File: src/rtl/fuse_rd_pkg.sv
package fuse_rd_pkg;

   localparam int REG_W    = 32;
   localparam int FLAG_BIT = 31;
   localparam int ADDR_LSB = 8;
   localparam int DATA_W   = 8;

   // Behavioural fuse contents for bank b, address a.
   function automatic logic [DATA_W-1:0] fuse_pattern(input int bank, input int addr);
      int mix;
      mix = ((addr * 3) + ((addr >> 8) * 64)) ^ (bank * 92);
      return DATA_W'(mix);
   endfunction

endpackage

File: src/rtl/fuse_array_model.sv
module fuse_array_model
   import fuse_rd_pkg::*;
#(
   parameter int ADDR_W  = 10,
   parameter int BANK_W  = 2,
   parameter int LATENCY = 4
) (
   input  logic              clk,
   input  logic              rst_n,
   input  logic              req_i,
   input  logic [BANK_W-1:0] bank_i,
   input  logic [ADDR_W-1:0] addr_i,
   output logic              vld_o,
   output logic [DATA_W-1:0] data_o
);

   initial begin
      if (LATENCY < 1) $error("fuse_array_model: LATENCY must be at least 1");
      if (ADDR_W < 1 || ADDR_W > 16) $error("fuse_array_model: ADDR_W out of range");
   end

   logic [LATENCY-1:0] vld_q;
   logic [DATA_W-1:0]  dat_q [LATENCY];
   logic [DATA_W-1:0]  fetch;

   assign fetch = fuse_pattern(int'(bank_i), int'(addr_i));

   generate
      if (LATENCY == 1) begin : g_single
         always_ff @(posedge clk) begin
            if (!rst_n) begin
               vld_q[0] <= 1'b0;
               dat_q[0] <= '0;
            end else begin
               vld_q[0] <= req_i;
               if (req_i) dat_q[0] <= fetch;
            end
         end
      end else begin : g_pipe
         always_ff @(posedge clk) begin
            if (!rst_n) begin
               vld_q <= '0;
               for (int k = 0; k < LATENCY; k++) dat_q[k] <= '0;
            end else begin
               vld_q <= {vld_q[LATENCY-2:0], req_i};
               if (req_i) dat_q[0] <= fetch;
               for (int k = 1; k < LATENCY; k++) dat_q[k] <= dat_q[k-1];
            end
         end
      end
   endgenerate

   assign vld_o  = vld_q[LATENCY-1];
   assign data_o = dat_q[LATENCY-1];

   // the controller never lets two accesses overlap inside the array
   p_one_in_flight_r6: assert property (@(posedge clk) disable iff (!rst_n)
      $countones(vld_q) <= 1);

endmodule

File: src/rtl/fuse_rd_seq.sv
module fuse_rd_seq
   import fuse_rd_pkg::*;
#(
   parameter int ADDR_W  = 10,
   parameter int BANK_W  = 2,
   parameter int LATENCY = 4
) (
   input  logic              clk,
   input  logic              rst_n,
   input  logic              wr_en_i,
   input  logic              wr_flag_i,
   input  logic [ADDR_W-1:0] wr_addr_i,
   input  logic [BANK_W-1:0] bank_i,
   input  logic              resp_vld_i,
   input  logic [DATA_W-1:0] resp_data_i,
   output logic              start_o,
   output logic [ADDR_W-1:0] req_addr_o,
   output logic [BANK_W-1:0] req_bank_o,
   output logic [REG_W-1:0]  rd_data_o
);

   localparam int CNT_W = $clog2(LATENCY + 2);

   initial begin
      if (ADDR_LSB + ADDR_W > FLAG_BIT)
         $error("fuse_rd_seq: address field overlaps the flag bit");
      if (DATA_W > ADDR_LSB)
         $error("fuse_rd_seq: data field overlaps the address field");
   end

   logic              busy_q;
   logic              flag_q;
   logic [ADDR_W-1:0] addr_q;
   logic [BANK_W-1:0] bank_q;
   logic [DATA_W-1:0] data_q;

   assign start_o    = wr_en_i && !wr_flag_i && !busy_q;
   assign req_addr_o = wr_addr_i;
   assign req_bank_o = bank_i;

   always_ff @(posedge clk) begin
      if (!rst_n) begin
         busy_q <= 1'b0;
         flag_q <= 1'b1;
         addr_q <= '0;
         bank_q <= '0;
         data_q <= '0;
      end else if (start_o) begin
         busy_q <= 1'b1;
         flag_q <= 1'b0;
         addr_q <= wr_addr_i;
         bank_q <= bank_i;
      end else if (busy_q && resp_vld_i) begin
         busy_q <= 1'b0;
         flag_q <= 1'b1;
         data_q <= resp_data_i;
      end
   end

   always_comb begin
      rd_data_o                        = '0;
      rd_data_o[FLAG_BIT]              = flag_q;
      rd_data_o[ADDR_LSB +: ADDR_W]    = addr_q;
      rd_data_o[DATA_W-1:0]            = data_q;
   end

   // cycle counter for the completion bound
   logic [CNT_W-1:0] wait_cnt;
   always_ff @(posedge clk) begin
      if (!rst_n)         wait_cnt <= '0;
      else if (start_o)   wait_cnt <= '0;
      else if (busy_q)    wait_cnt <= wait_cnt + 1'b1;
   end

   p_start_clears_flag_r3: assert property (@(posedge clk) disable iff (!rst_n)
      start_o |=> !rd_data_o[FLAG_BIT]);

   p_done_sets_flag_r4: assert property (@(posedge clk) disable iff (!rst_n)
      (busy_q && resp_vld_i) |=> rd_data_o[FLAG_BIT]);

   p_bounded_busy_r5: assert property (@(posedge clk) disable iff (!rst_n)
      busy_q |-> (wait_cnt < CNT_W'(LATENCY)));

   p_busy_holds_addr_r6: assert property (@(posedge clk) disable iff (!rst_n)
      busy_q |=> ($stable(addr_q) && $stable(bank_q)));

   p_data_hold_r8: assert property (@(posedge clk) disable iff (!rst_n)
      !resp_vld_i |=> $stable(data_q));

   p_resp_only_busy_r5: assert property (@(posedge clk) disable iff (!rst_n)
      resp_vld_i |-> busy_q);

   logic unused_bank;
   assign unused_bank = ^bank_q;

endmodule

File: src/rtl/fuse_rd_ctrl.sv
module fuse_rd_ctrl
   import fuse_rd_pkg::*;
#(
   parameter int ADDR_W  = 10,
   parameter int BANK_W  = 2,
   parameter int LATENCY = 4
) (
   input  logic              clk,
   input  logic              rst_n,
   input  logic              reg_wr_en,
   input  logic [31:0]       reg_wr_data,
   input  logic [BANK_W-1:0] bank_sel,
   output logic [31:0]       reg_rd_data
);

   initial begin
      if (REG_W != 32) $error("fuse_rd_ctrl: register must be 32 bits");
      if (BANK_W < 1 || BANK_W > 4) $error("fuse_rd_ctrl: BANK_W out of range");
   end

   logic              start;
   logic [ADDR_W-1:0] req_addr;
   logic [BANK_W-1:0] req_bank;
   logic              resp_vld;
   logic [DATA_W-1:0] resp_data;

   fuse_rd_seq #(
      .ADDR_W (ADDR_W),
      .BANK_W (BANK_W),
      .LATENCY(LATENCY)
   ) u_seq (
      .clk        (clk),
      .rst_n      (rst_n),
      .wr_en_i    (reg_wr_en),
      .wr_flag_i  (reg_wr_data[FLAG_BIT]),
      .wr_addr_i  (reg_wr_data[ADDR_LSB +: ADDR_W]),
      .bank_i     (bank_sel),
      .resp_vld_i (resp_vld),
      .resp_data_i(resp_data),
      .start_o    (start),
      .req_addr_o (req_addr),
      .req_bank_o (req_bank),
      .rd_data_o  (reg_rd_data)
   );

   fuse_array_model #(
      .ADDR_W (ADDR_W),
      .BANK_W (BANK_W),
      .LATENCY(LATENCY)
   ) u_array (
      .clk   (clk),
      .rst_n (rst_n),
      .req_i (start),
      .bank_i(req_bank),
      .addr_i(req_addr),
      .vld_o (resp_vld),
      .data_o(resp_data)
   );

   logic unused_wr;
   assign unused_wr = ^{reg_wr_data[FLAG_BIT-1:ADDR_LSB+ADDR_W], reg_wr_data[ADDR_LSB-1:0]};

endmodule

File: config.mk
export PLATFORM = sky130hd
export DESIGN_NAME = fuse_rd_ctrl
export DESIGN_NICKNAME = d
export VERILOG_FILES = /design/src/rtl/fuse_rd_pkg.sv /design/src/rtl/fuse_array_model.sv /design/src/rtl/fuse_rd_seq.sv /design/src/rtl/fuse_rd_ctrl.sv
export SDC_FILE = /design/constraint.sdc
export NUM_CORES = 1
export LEC_CHECK = 0
export ABC_AREA = 1
export BUFFER_PORTS_ARGS = -buffer_cell sky130_fd_sc_hd__buf_2
export CAP_MARGIN = 20
export CORE_MARGIN = 1.5
export CORE_UTILIZATION = 49
export DETAILED_ROUTE_END_ITERATION = 8
export PLACE_DENSITY = 0.84
export RECOVER_POWER = 100
export SLEW_MARGIN = 30
export SYNTH_ARGS = -nofsm -noshare
export SYNTH_HDL_FRONTEND = slang
export SYNTH_SLANG_ARGS = --single-unit
File: constraint.sdc
create_clock -name clk -period 2.2 [get_ports clk]
set_input_delay 0.22 -clock clk [delete_from_list [all_inputs] [get_ports clk]]
set_output_delay 0.22 -clock clk [all_outputs]
set_load 0.01 [all_outputs]
* Yosys cells after proc, flatten, opt, wreduce, memory -nomap -nowiden
Memory sizes are Yosys's and may differ from the RTL's. A register that Yosys moved wholly into a read port is not among the register bits.
Cells that the tools add are included.
** Storage, ports and cells
- Memories kept :: 1
- Memory bits (writable) :: 32
- Output and inout port bits :: 32
- Register bits :: 16
** Cells by class
- Bitwise operators :: 6
- Add/subtract/negate cells :: 1
- Reductions and logical operators :: 8
- Multipliers :: 2
- Muxes and demuxes :: 13
** Memory list
- u_array.dat_q :: depth 4, bits a word 8, read ports 4, clocked after Yosys merged registers in 1, wr ports 4, RTL line fuse_array_model.sv:23 : logic [DATA_W-1:0] dat_q [LATENCY];
** Operator list (count)
- 8-bit 2-to-1 mux :: 4
- 10-bit by 2-bit multiplier with 8-bit output, second input constant :: 1
- 1-bit 2-to-1 mux :: 9
- 8-bit adder :: 1
- 8-bit bitwise XOR :: 1
- 2-bit by 5-bit multiplier with 6-bit output, second input constant :: 1
- 1-bit bitwise OR :: 4
- 1-bit logical AND :: 3
- 1-bit logical NOT :: 3
- 2-bit AND reduction :: 1
- 2-bit nonzero test :: 1
- 1-bit inverter :: 1

* Longest topological paths before layout
Gate-level depths: netlist (run 1).
- Depth in word-level cells :: 7
- Mapped depth :: 10

* Hierarchy
From an unflattened synthesis (run 1), not the netlist that was laid out.
** Unflattened totals
- Cell total of the unflattened synthesis :: 308
- Area, all modules :: 2438.6 um^2
** Modules (own cells, without submodules)
- fuse_array_model :: times used 1, cells an instance 171, area an instance 1467.7 um^2
- fuse_rd_seq :: times used 1, cells an instance 137, area an instance 970.9 um^2

* Worst setup path before layout (run 1)
No wires, ideal clock.
- Path type :: input port to flip-flop
- Start :: in reg_wr_data[9]
- End :: mem u_array.dat_q[0][6]
- Arrival time :: 1.477 ns
- Setup time :: 0.116 ns
- Stages :: 8
- Slack :: 0.607 ns
- Path through :: ha_1 ha_1 fa_1 nand3_1 nand2_1 xnor2_1 nand2_1 o21ai_1
** RTL lines
- start: declaration :: RTL line fuse_rd_ctrl.sv:11 : input logic [31:0] reg_wr_data,
- end: declaration :: RTL line fuse_array_model.sv:23

==> implementation parameters, run 1 <==
Parameter                              Value

Setup path
  Worst setup path class    in -> reg
  Type of element capturing the critical path    flip-flop
  Kind of start point of the critical path    primary input
  Endpoint required time on the critical path    roughly 2.4 ns
  Worst-path fanout max    3
  Critical Path AT    1.71 ns
  FF-to-FF setup slack    roughly 0.7 ns

Synth
  Count of distinct cell types in the synthesized netlist    23
  EDFF count, synth    0
  Area contributors post-synth    sky130_fd_sc_hd__dfxtp_1, sky130_fd_sc_hd__nand2_1, sky130_fd_sc_hd__ha_1
  Sequential-to-total area share from yosys stat    49.75%
  Most used DFF post-synth    sky130_fd_sc_hd__dfxtp_1
  Yosys reg bits    56
  Total of warnings raised by yosys    0
  Synthesized area divided by synthesized cell count    8.285 um2
  Count leader, synth    sky130_fd_sc_hd__dfxtp_1
  Async S/R FF share, synth    0%
  Area share of the largest cell type after synthesis    49.75%
  Yosys top cell by area    sky130_fd_sc_hd__dfxtp_1
  Gate count of the mapped netlist    around 270
  Cell area after technology mapping    0.002253 mm2
  Leading post-synthesis cells by instance count    sky130_fd_sc_hd__dfxtp_1, sky130_fd_sc_hd__nand2_1, sky130_fd_sc_hd__inv_1

Placement
  Count of input and output buffers    34
  Dpl hpwl    2585 um
  Final Wtd Congestion    roughly 0.8

Floorplan
  Top-level I/O count    69
  Die outline width    70.82 um
  Initial core utilization    51.40%
  Cell Rows    24
  Placeable core region    ~0.0044 mm2
  Overall die area    0.005015 mm2
  DIE HEIGHT    70.82 um

STA
  Transition time at the pin with the least slew margin    0.5686 ns
  Final period utilization    69.12%
  Final critical path time including I/O delays and setup    1.521 ns
  Setup repair after global routing missed its margin    false
  Total Neg Setup Slack    0 ns
  Worst relative slew slack    62.09%
  Final Skew    0.007136 ns
  Max Clk Rate    about 0.66 GHz
  Number of hold violations in the final report    0
  Final number of setup-violating endpoints    0
  Max Transition Viols Final    0

GRT
  Antenna violations before repair    0
  Global-route wire length before repair    between 6000 and 7000 um
  Maximum number of pins on one net before global-route repair    34
  Total congestion overflow    0
  Vias in the first global route    1,610
  Overall global routing resource usage    16.03%

Hold path
  Class of the tightest hold or removal check    in -> reg

Drt
  DRC violation total after the first TritonRoute iteration    71
  Antenna Violating Nets Remaining    0
  Vias per cell    approximately 4.5
  Residual DRC count    0
  Detailed-route via count    1,610
  Drt wl/cell    9.801 um
  Total iterations of the first detailed-routing run    4
  Routed wire length    3499 um

Power
  Worst vdd rail ir drop    0.0002950 V
  Power density over cell area    793.6 mW/mm2
  Total power    1.962 mW
  P_leak    about 1.3 nW

Clock tree
  Post-CTS clock slew at the launch and capture registers of the worst setup and hold paths    0.10 ns
  Latest clock arrival within the worst-skew pair    0.30 ns
  Worst-case clock buffer depth    2
  Number of sinks on the clock net    56
  CTS Root Buffer Type    sky130_fd_sc_hd__clkbuf_8
  Post-CTS Hold Fix Bufs    0
  CTS Buf Count    5
  TritonCTS clock tree    built
  Count of cells resized by post-cts repair    0
  Buffers inserted during post-CTS setup optimization    0
  # H-tree levels    2

Cells and area
  Ratio of cells with drive above 1 in the final layout    8.525%
  Nets    356
  Ant diodes    0
  Layout overhead on the synthesized area    9.717%
  Count of filler cells inserted in the layout    398

Flow run
  Number of violations of the max-capacitance limit    0

Run status
  Outcome    finished, final reports clean
-- flip-flops by register name, indices dropped and copies added (netlist names) --
| register | flops |
|---|---|
| u_array.dat_q | 32 |
| u_seq.addr_q | 10 |
| u_seq.data_q | 8 |
| u_array.vld_q | 4 |
| u_seq.busy_q | 1 |
| u_seq.flag_q | 1 |
-- metrics by stage --
step / worst slack (ns) / std cells / cell area (um2) / hold slack, ns / utilization [%]
floorplan: 0.6070 / 284 / 2298 / 0.3365 / -
finish: 0.6793 / 357 / 2472 / 0.1496 / 56.39
detailed placement: 0.3544 / 349 / 2389 / 0.3955 / 54.48
global placement: 0.3953 / 349 / 2389 / 0.3937 / 54.48
global route: 0.4137 / 357 / 2472 / 0.1609 / 56.39
CTS: 0.6818 / 357 / 2500 / 0.1417 / 57.02
-- kinds of logic (layout without fill, tap and decap cells) --
| logic type | Yosys count | in the layout | synth area share [%] |
|---|---|---|---|
| AND/OR/NAND/NOR | 100 | 100 | 17.99 |
| other | 1 | 13 | 0.1664 |
| adder cells (fa/ha/maj) | 15 | 15 | 8.995 |
| buffers and inverters | 63 | 84 | 13.60 |
| flip-flops | 56 | 56 | 49.75 |
| XOR/XNOR | 7 | 7 | 2.721 |
| AO/OA/AOI/OAI | 30 | 30 | 6.774 |
-- cells in the final DEF, fill, tap and decap left out --
cell / count
sky130_fd_sc_hd__a21oi_1: 6
sky130_fd_sc_hd__buf_2: 15
sky130_fd_sc_hd__bufinv_16: 1
sky130_fd_sc_hd__clkbuf_1: 21
sky130_fd_sc_hd__clkbuf_8: 5
sky130_fd_sc_hd__conb_1: 13
sky130_fd_sc_hd__dfxtp_1: 56
sky130_fd_sc_hd__fa_1: 2
sky130_fd_sc_hd__ha_1: 13
sky130_fd_sc_hd__inv_1: 40
sky130_fd_sc_hd__inv_2: 1
sky130_fd_sc_hd__inv_6: 1
sky130_fd_sc_hd__nand2_1: 55
sky130_fd_sc_hd__nand2_2: 1
sky130_fd_sc_hd__nand3_1: 9
sky130_fd_sc_hd__nor2_1: 32
sky130_fd_sc_hd__nor2_4: 2
sky130_fd_sc_hd__nor3_1: 1
sky130_fd_sc_hd__o21ai_0: 22
sky130_fd_sc_hd__o22ai_1: 2
sky130_fd_sc_hd__xnor2_1: 5
sky130_fd_sc_hd__xor2_1: 2
-- worst max-delay path, cell delays in order --
cell,delay [ns]
sky130_fd_sc_hd__buf_2,0.12
sky130_fd_sc_hd__ha_1,0.29
sky130_fd_sc_hd__ha_1,0.24
sky130_fd_sc_hd__fa_1,0.42
sky130_fd_sc_hd__nand3_1,0.10
sky130_fd_sc_hd__nand2_1,0.07
sky130_fd_sc_hd__xnor2_1,0.12
sky130_fd_sc_hd__nand2_1,0.05
sky130_fd_sc_hd__o21ai_0,0.07
-- where the power goes --
part	internal, mW	leakage [nW]	switching (mW)
combinational	0.0885	0.816	0.141
clock	0.344	0.0558	0.320
sequential	1.05	0.455	0.0143
total	1.49	1.33	0.475
-- cell type report --
| class | instances | area, um2 | area share (%) |
|---|---|---|---|
| repair buffers | 35 | 150.1 | 6.073 |
| well taps | 52 | 65.06 | 2.632 |
| multi-input cells | 165 | 870.8 | 35.22 |
| flip-flops and latches | 56 | 1121 | 45.34 |
| inverters | 41 | 153.9 | 6.225 |
| clock inverters | 2 | 38.79 | 1.569 |
| clock buffers | 6 | 72.57 | 2.935 |
-- routing by layer --
metal	vias up	track usage [%]	wire length, um
met5	-	0	0
met4	0	4.403	36
met3	7	4.701	168
met2	44	29.80	1688
met1	699	17.67	1605
li1	860	-	-
-- path summary, 6_finish.rpt --
path                                           from                   to  cells after the start
worst max register to register         u_seq.busy_q  u_array.dat_q[0][5]                      5
worst max-delay path                 reg_wr_data[9]  u_array.dat_q[0][6]                      9
worst min register to register  u_array.dat_q[2][3]  u_array.dat_q[3][3]                      2
worst min-delay path                 reg_wr_data[8]      u_seq.addr_q[0]                      3
Power figures use the tool's default switching activity.
==> run 2, diff against run 1 <==
==> constraint.sdc (replaced) <==
create_clock -name clk -period 1.5 [get_ports clk]
set_input_delay 0.15 -clock clk [delete_from_list [all_inputs] [get_ports clk]]
set_output_delay 0.15 -clock clk [all_outputs]
set_load 0.01 [all_outputs]
==> implementation parameters, run 2 (synthesis results as in run 1) <==
Parameter                              Value

Cells and area
  Nets    362 (+1.7%)
  Most used cells in the layout excluding fill and tap cells    sky130_fd_sc_hd__dfxtp_1, sky130_fd_sc_hd__nand2_1, sky130_fd_sc_hd__inv_1
  Flip-flop count of the largest register, all copies and words added    32 (unchanged)
  Post-Layout Cell Count    363 (+1.7%)
  Final Util    57.22% (+0.83 points)
  Layout overhead on the synthesized area    11.33%
  Ant diodes    0 (unchanged)
  Largest registers    u_array.dat_q x32, u_seq.addr_q x10, u_seq.data_q x8
  Count of filler cells inserted in the layout    421 (+5.8%)
  Largest register by flop count    u_array.dat_q
  Most common cell after layout, fill and taps aside    sky130_fd_sc_hd__dfxtp_1
  Ratio of cells with drive above 1 in the final layout    10.93% (+2.4 points)

Setup path
  Critical Path AT    1.63 ns (-0.08 ns)
  FF-to-FF setup slack    0.18 ns (-0.51 ns)
  Type of element capturing the critical path    flip-flop
  Number of cell instances on the worst register-to-register path    5 (unchanged)
  Endpoint required time on the critical path    1.71 ns (-0.68 ns)
  Kind of start point of the critical path    primary input
  Crit Reg-Reg Startpoint    u_seq.busy_q
  Worst setup path class    in -> reg
  Terminus of the critical flop-to-flop path    u_array.dat_q[0][4]
  Worst-path fanout max    3 (unchanged)

Power
  Worst vdd rail ir drop    0.0004914 V (+67%)
  Power density over cell area    1104 mW/mm2 (+39%)
  Total power    2.769 mW (+41%)
  P_leak    1.345 nW (+1.4%)

Hold path
  Hold_sp    reg_wr_data[8]
  Class of the tightest hold or removal check    in -> reg
  Number of cells on the worst hold path    3 (unchanged)
  Hold worst-path end    u_seq.addr_q[0]

GRT
  Vias in the first global route    1,610 (unchanged)
  Overall global routing resource usage    16.55% (+0.52 points)
  Total congestion overflow    0 (unchanged)
  Antenna violations before repair    0 (unchanged)
  Maximum number of pins on one net before global-route repair    27 (-21%)
  Global-route wire length before repair    6624 um (+2.6%)

Floorplan
  Placeable core region    0.004384 mm2 (unchanged)
  Cell Rows    24 (unchanged)
  Overall die area    0.005015 mm2 (unchanged)
  Die outline width    70.82 um (unchanged)
  DIE HEIGHT    70.82 um (unchanged)
  Top-level I/O count    69 (unchanged)
  Initial core utilization    51.40% (unchanged)

Placement
  Dpl hpwl    2744 um (+6.2%)
  Number of instances in the placed design    355 (+1.7%)
  Count of input and output buffers    34 (unchanged)
  Final Wtd Congestion    0.7879 (-1.8%)

Clock tree
  TritonCTS clock tree    built
  Worst-case clock buffer depth    2 (unchanged)
  Post-CTS clock slew at the launch and capture registers of the worst setup and hold paths    0.10 ns (about the same)
  Count of cells resized by post-cts repair    0 (unchanged)
  CTS Root Buffer Type    sky130_fd_sc_hd__clkbuf_8
  Number of sinks on the clock net    56 (unchanged)
  Latest clock arrival within the worst-skew pair    0.31 ns (about the same)
  Post-CTS Hold Fix Bufs    0 (unchanged)
  Buffers inserted during post-CTS setup optimization    0 (unchanged)
  # H-tree levels    2 (unchanged)
  CTS Buf Count    5 (unchanged)

STA
  Hold Worst Slack    0.08521 ns (-0.06444 ns)
  Final critical path time including I/O delays and setup    1.415 ns
  Final period utilization    94.34%
  Worst relative slew slack    35.09% (-27 points)
  Number of hold violations in the final report    0 (unchanged)
  Final number of setup-violating endpoints    0 (unchanged)
  Max Transition Viols Final    0 (unchanged)
  Transition time at the pin with the least slew margin    0.9737 ns (+0.4051 ns)
  Final Skew    0.006232 ns (-0.0009039 ns)
  Max Clk Rate    0.7067 GHz

Run status
  Outcome    finished, final reports clean

Drt
  Vias per cell    4.545 (+0.79%)
  DRC violation total after the first TritonRoute iteration    100 (+41%)
  Antenna Violating Nets Remaining    0 (unchanged)
  Routed wire length    3742 um (+6.9%)
  Residual DRC count    0 (unchanged)
  Total iterations of the first detailed-routing run    4 (unchanged)
  Drt wl/cell    10.31 um (+5.2%)
  Detailed-route via count    1,650 (+2.5%)

Flow run
  Number of violations of the max-capacitance limit    0 (unchanged)
==> run 2: critical path: stages <==
cell and delay (ns):
sky130_fd_sc_hd__buf_2 0.12, sky130_fd_sc_hd__fa_1 0.52, sky130_fd_sc_hd__ha_4 0.31, sky130_fd_sc_hd__nand2_1 0.05
sky130_fd_sc_hd__inv_1 0.08, sky130_fd_sc_hd__nand3_1 0.07, sky130_fd_sc_hd__nand3_1 0.09, sky130_fd_sc_hd__nand3_1 0.08
sky130_fd_sc_hd__nand3_1 0.09, sky130_fd_sc_hd__nand2_1 0.06
==> run 2: power by group <==
group	internal (mW)	switching [mW]	leakage [nW]
registers	1.55	0.0203	0.455
clock network	0.336	0.495	0.0485
logic	0.150	0.222	0.841
total	2.03	0.737	1.35
==> run 2: area by class of cell <==
class	count	area (um2)	share of cell area, %
Timing Repair Buffer	41	191.4	7.631
Multi-Input combinational cell	165	885.9	35.31
Sequential cell	56	1121	44.69
Tap cell	52	65.06	2.594
Clock inverter	3	22.52	0.8978
Inverter	41	153.9	6.135
Clock buffer	5	68.82	2.743
==> run 2: how the worst max path moves through the flow <==
stage / from / end / cells past startpoint
after detailed placement: reg_wr_data[13] / u_array.dat_q[0][7] / 11
after CTS: reg_wr_data[13] / u_array.dat_q[0][7] / 11
final: reg_wr_data[13] / u_array.dat_q[0][7] / 10
after global placement: reg_wr_data[13] / u_array.dat_q[0][7] / 10
after global routing: reg_wr_data[13] / u_array.dat_q[0][7] / 11
after floorplan: reg_wr_data[9] / u_array.dat_q[0][3] / 6
==> run 2: layer usage <==
metal	vias to the layer above	wire (um)	GRT usage, %
li1	871	-	-
met1	724	1607	18.88
met2	44	1876	29.80
met3	11	168	3.419
met4	0	90	7.128
met5	-	0	0
==> run 2: per-stage QoR <==
step                      area [um2]  worst slack (ns)   TNS, ns
final                           2509           0.08493         0
after global routing            2509          -0.01538  -0.01538
after CTS                       2527           0.06600         0
after detailed placement        2436           -0.2654   -0.9961
after global placement          2436           -0.2193   -0.6549
after floorplan                 2301          0.009519         0
==> run 3, diff against run 2 <==
--- a/config.mk
+++ b/config.mk
@@ -6,8 +6,10 @@
 export NUM_CORES = 1
 export LEC_CHECK = 0
 export ABC_AREA = 1
+export ABC_CLOCK_PERIOD_IN_PS = 1740
 export BUFFER_PORTS_ARGS = -buffer_cell sky130_fd_sc_hd__buf_2
 export CAP_MARGIN = 20
+export CORE_ASPECT_RATIO = 0.6
 export CORE_MARGIN = 1.5
 export CORE_UTILIZATION = 49
 export DETAILED_ROUTE_END_ITERATION = 8
==> constraint.sdc (replaced) <==
create_clock -name clk -period 1.74 [get_ports clk]
set_input_delay 0.174 -clock clk [delete_from_list [all_inputs] [get_ports clk]]
set_output_delay 0.174 -clock clk [all_outputs]
set_load 0.01 [all_outputs]
==> implementation parameters, run 3 (synthesis results as in run 1) <==
Parameter                              Value

Cells and area
  Ratio of cells with drive above 1 in the final layout    10.36% (-0.58 points)
  Ant diodes    0 (unchanged)
  Layout overhead on the synthesized area    10.38%
  Most used cells in the layout excluding fill and tap cells    sky130_fd_sc_hd__dfxtp_1, sky130_fd_sc_hd__nand2_1, sky130_fd_sc_hd__inv_1
  Flip-flop count of the largest register, all copies and words added    32 (unchanged)
  Largest registers    u_array.dat_q x32, u_seq.addr_q x10, u_seq.data_q x8
  Post-route cell area    0.002487 mm2 (-0.85%)
  Nets    360 (-0.55%)
  Final Util    58.44% (+1.2 points)
  Most common cell after layout, fill and taps aside    sky130_fd_sc_hd__dfxtp_1
  Post-Layout Cell Count    369 (+1.7%)
  Largest register by flop count    u_array.dat_q

Floorplan
  Top-level I/O count    69 (unchanged)
  Placeable core region    0.004257 mm2 (-2.9%)
  Overall die area    0.005028 mm2 (+0.27%)
  Initial core utilization    52.94% (+1.5 points)
  DIE HEIGHT    55.53 um (-22%)
  Die outline width    90.55 um (+28%)
  Cell Rows    18 (-25%)

GRT
  Global-route wire length before repair    6582 um (-0.63%)
  Antenna violations before repair    0 (unchanged)
  Overall global routing resource usage    16.48% (-0.070 points)
  Vias in the first global route    1,525 (-5.3%)
  Maximum number of pins on one net before global-route repair    47 (+74%)
  Total congestion overflow    0 (unchanged)

Hold path
  Hold_sp    reg_wr_data[8]
  Class of the tightest hold or removal check    in -> reg

Clock tree
  Worst-case clock buffer depth    2 (unchanged)
  Buffers inserted during post-CTS setup optimization    0 (unchanged)
  Number of sinks on the clock net    56 (unchanged)
  CTS Root Buffer Type    sky130_fd_sc_hd__clkbuf_8
  # H-tree levels    2 (unchanged)
  CTS Buf Count    5 (unchanged)
  Post-CTS Hold Fix Bufs    0 (unchanged)
  Count of cells resized by post-cts repair    0 (unchanged)
  TritonCTS clock tree    built
  Latest clock arrival within the worst-skew pair    0.30 ns (about the same)
  Post-CTS clock slew at the launch and capture registers of the worst setup and hold paths    0.10 ns (about the same)

Drt
  Routed wire length    3874 um (+3.5%)
  Total iterations of the first detailed-routing run    4 (unchanged)
  Antenna Violating Nets Remaining    0 (unchanged)
  Detailed-route via count    1,638 (-0.73%)
  DRC violation total after the first TritonRoute iteration    67 (-33%)
  Vias per cell    4.439 (-2.3%)
  Drt wl/cell    10.50 um (+1.8%)
  Residual DRC count    0 (unchanged)

STA
  Final critical path time including I/O delays and setup    1.516 ns
  Max Clk Rate    0.6598 GHz
  Final period utilization    87.10%
  Least setup slack across all paths after layout    0.2244 ns (+0.1395 ns)
  Max Transition Viols Final    0 (unchanged)
  Total Neg Setup Slack    0 ns (unchanged)
  Transition time at the pin with the least slew margin    0.7955 ns (-0.1782 ns)
  Worst relative slew slack    46.97% (+12 points)
  Final Skew    0.003647 ns (-0.002585 ns)
  Final number of setup-violating endpoints    0 (unchanged)
  Setup repair after global routing missed its margin    false
  Hold Worst Slack    0.1047 ns (+0.01954 ns)
  Number of hold violations in the final report    0 (unchanged)

Setup path
  Worst setup path class    in -> reg
  Worst-path fanout max    3 (unchanged)
  Crit Reg-Reg Startpoint    u_seq.busy_q
  Type of element capturing the critical path    flip-flop
  Kind of start point of the critical path    primary input
  Endpoint required time on the critical path    1.94 ns (+0.23 ns)
  Critical Path AT    1.72 ns (+0.09 ns)
  Crit path from    reg_wr_data[13]

Power
  Part of the power in combinational logic    13.0% (-0.4 points)
  Proportion of power drawn by the clock network    29.6% (-0.4 points)
  Total power    2.355 mW (-15%)
  Power density over cell area    946.7 mW/mm2 (-14%)
  Net switching fraction of the power    26.19% (-0.44 points)
  P_leak    1.339 nW (-0.49%)
  Internal power    1.738 mW (-14%)
  Worst vdd rail ir drop    0.0003850 V (-22%)
  NetSw    0.6167 mW (-16%)
  Sequential Power Share    57.4% (+0.8 points)

Placement
  Worst slack, placed    -0.05610 ns (+0.2093 ns)
  Dpl hpwl    2881 um (+5.0%)
  Number of instances in the placed design    361 (+1.7%)
  Cell Area, Placed    0.002429 mm2 (-0.31%)
  Count of input and output buffers    34 (unchanged)
  Final Wtd Congestion    0.7534 (-4.4%)

Flow run
  Number of violations of the max-capacitance limit    0 (unchanged)

Run status
  Outcome    finished, final reports clean
## run 3: critical path: stages
cell and delay, ns:
sky130_fd_sc_hd__buf_2 0.12, sky130_fd_sc_hd__fa_1 0.49, sky130_fd_sc_hd__ha_1 0.37, sky130_fd_sc_hd__nand2_1 0.09, sky130_fd_sc_hd__inv_1 0.05, sky130_fd_sc_hd__nand3_1 0.08, sky130_fd_sc_hd__nand3_1 0.09, sky130_fd_sc_hd__inv_1 0.07
sky130_fd_sc_hd__nand2_1 0.05, sky130_fd_sc_hd__nand3_1 0.07, sky130_fd_sc_hd__nand2_1 0.06
## run 3: final timing paths
path | end | slack [ns] | cells past startpoint
setup / recovery | u_array.dat_q[0][7] | 0.22 | 11
hold / removal | u_seq.addr_q[0] | 0.10 | 3
setup reg to reg | u_array.dat_q[0][0] | 0.29 | 5
hold reg to reg | u_array.dat_q[3][5] | 0.42 | 2
## run 3: area by class of cell
class,count,area [um2]
repair buffers,39,181.4
multi-input cells,165,865.8
clock buffers,5,68.82
well taps,60,75.07
fillers,396,1769
inverters,41,153.9
flip-flops and latches,56,1121
clock inverters,3,21.27
## run 3: layer usage
| layer | share of wire [%] | vias to the layer above | track usage (%) |
|---|---|---|---|
| met5 | 0 | - | 0 |
| met4 | 0.49 | 0 | 3.855 |
| met3 | 5.4 | 3 | 4.959 |
| met2 | 46 | 36 | 26.75 |
| met1 | 49 | 729 | 21.65 |
| li1 | - | 870 | - |
## run 3: power by group through the flow
| stage | sequential [mW] | combinational (mW) | clock [mW] |
|---|---|---|---|
| floorplan | 1.39 | 0.239 | 0 |
| global placement | 1.38 | 0.297 | 0 |
| detailed placement | 1.38 | 0.311 | 0 |
| CTS | 1.35 | 0.314 | 0.714 |
| global route | 1.36 | 0.346 | 0.777 |
| finish | 1.35 | 0.307 | 0.697 |
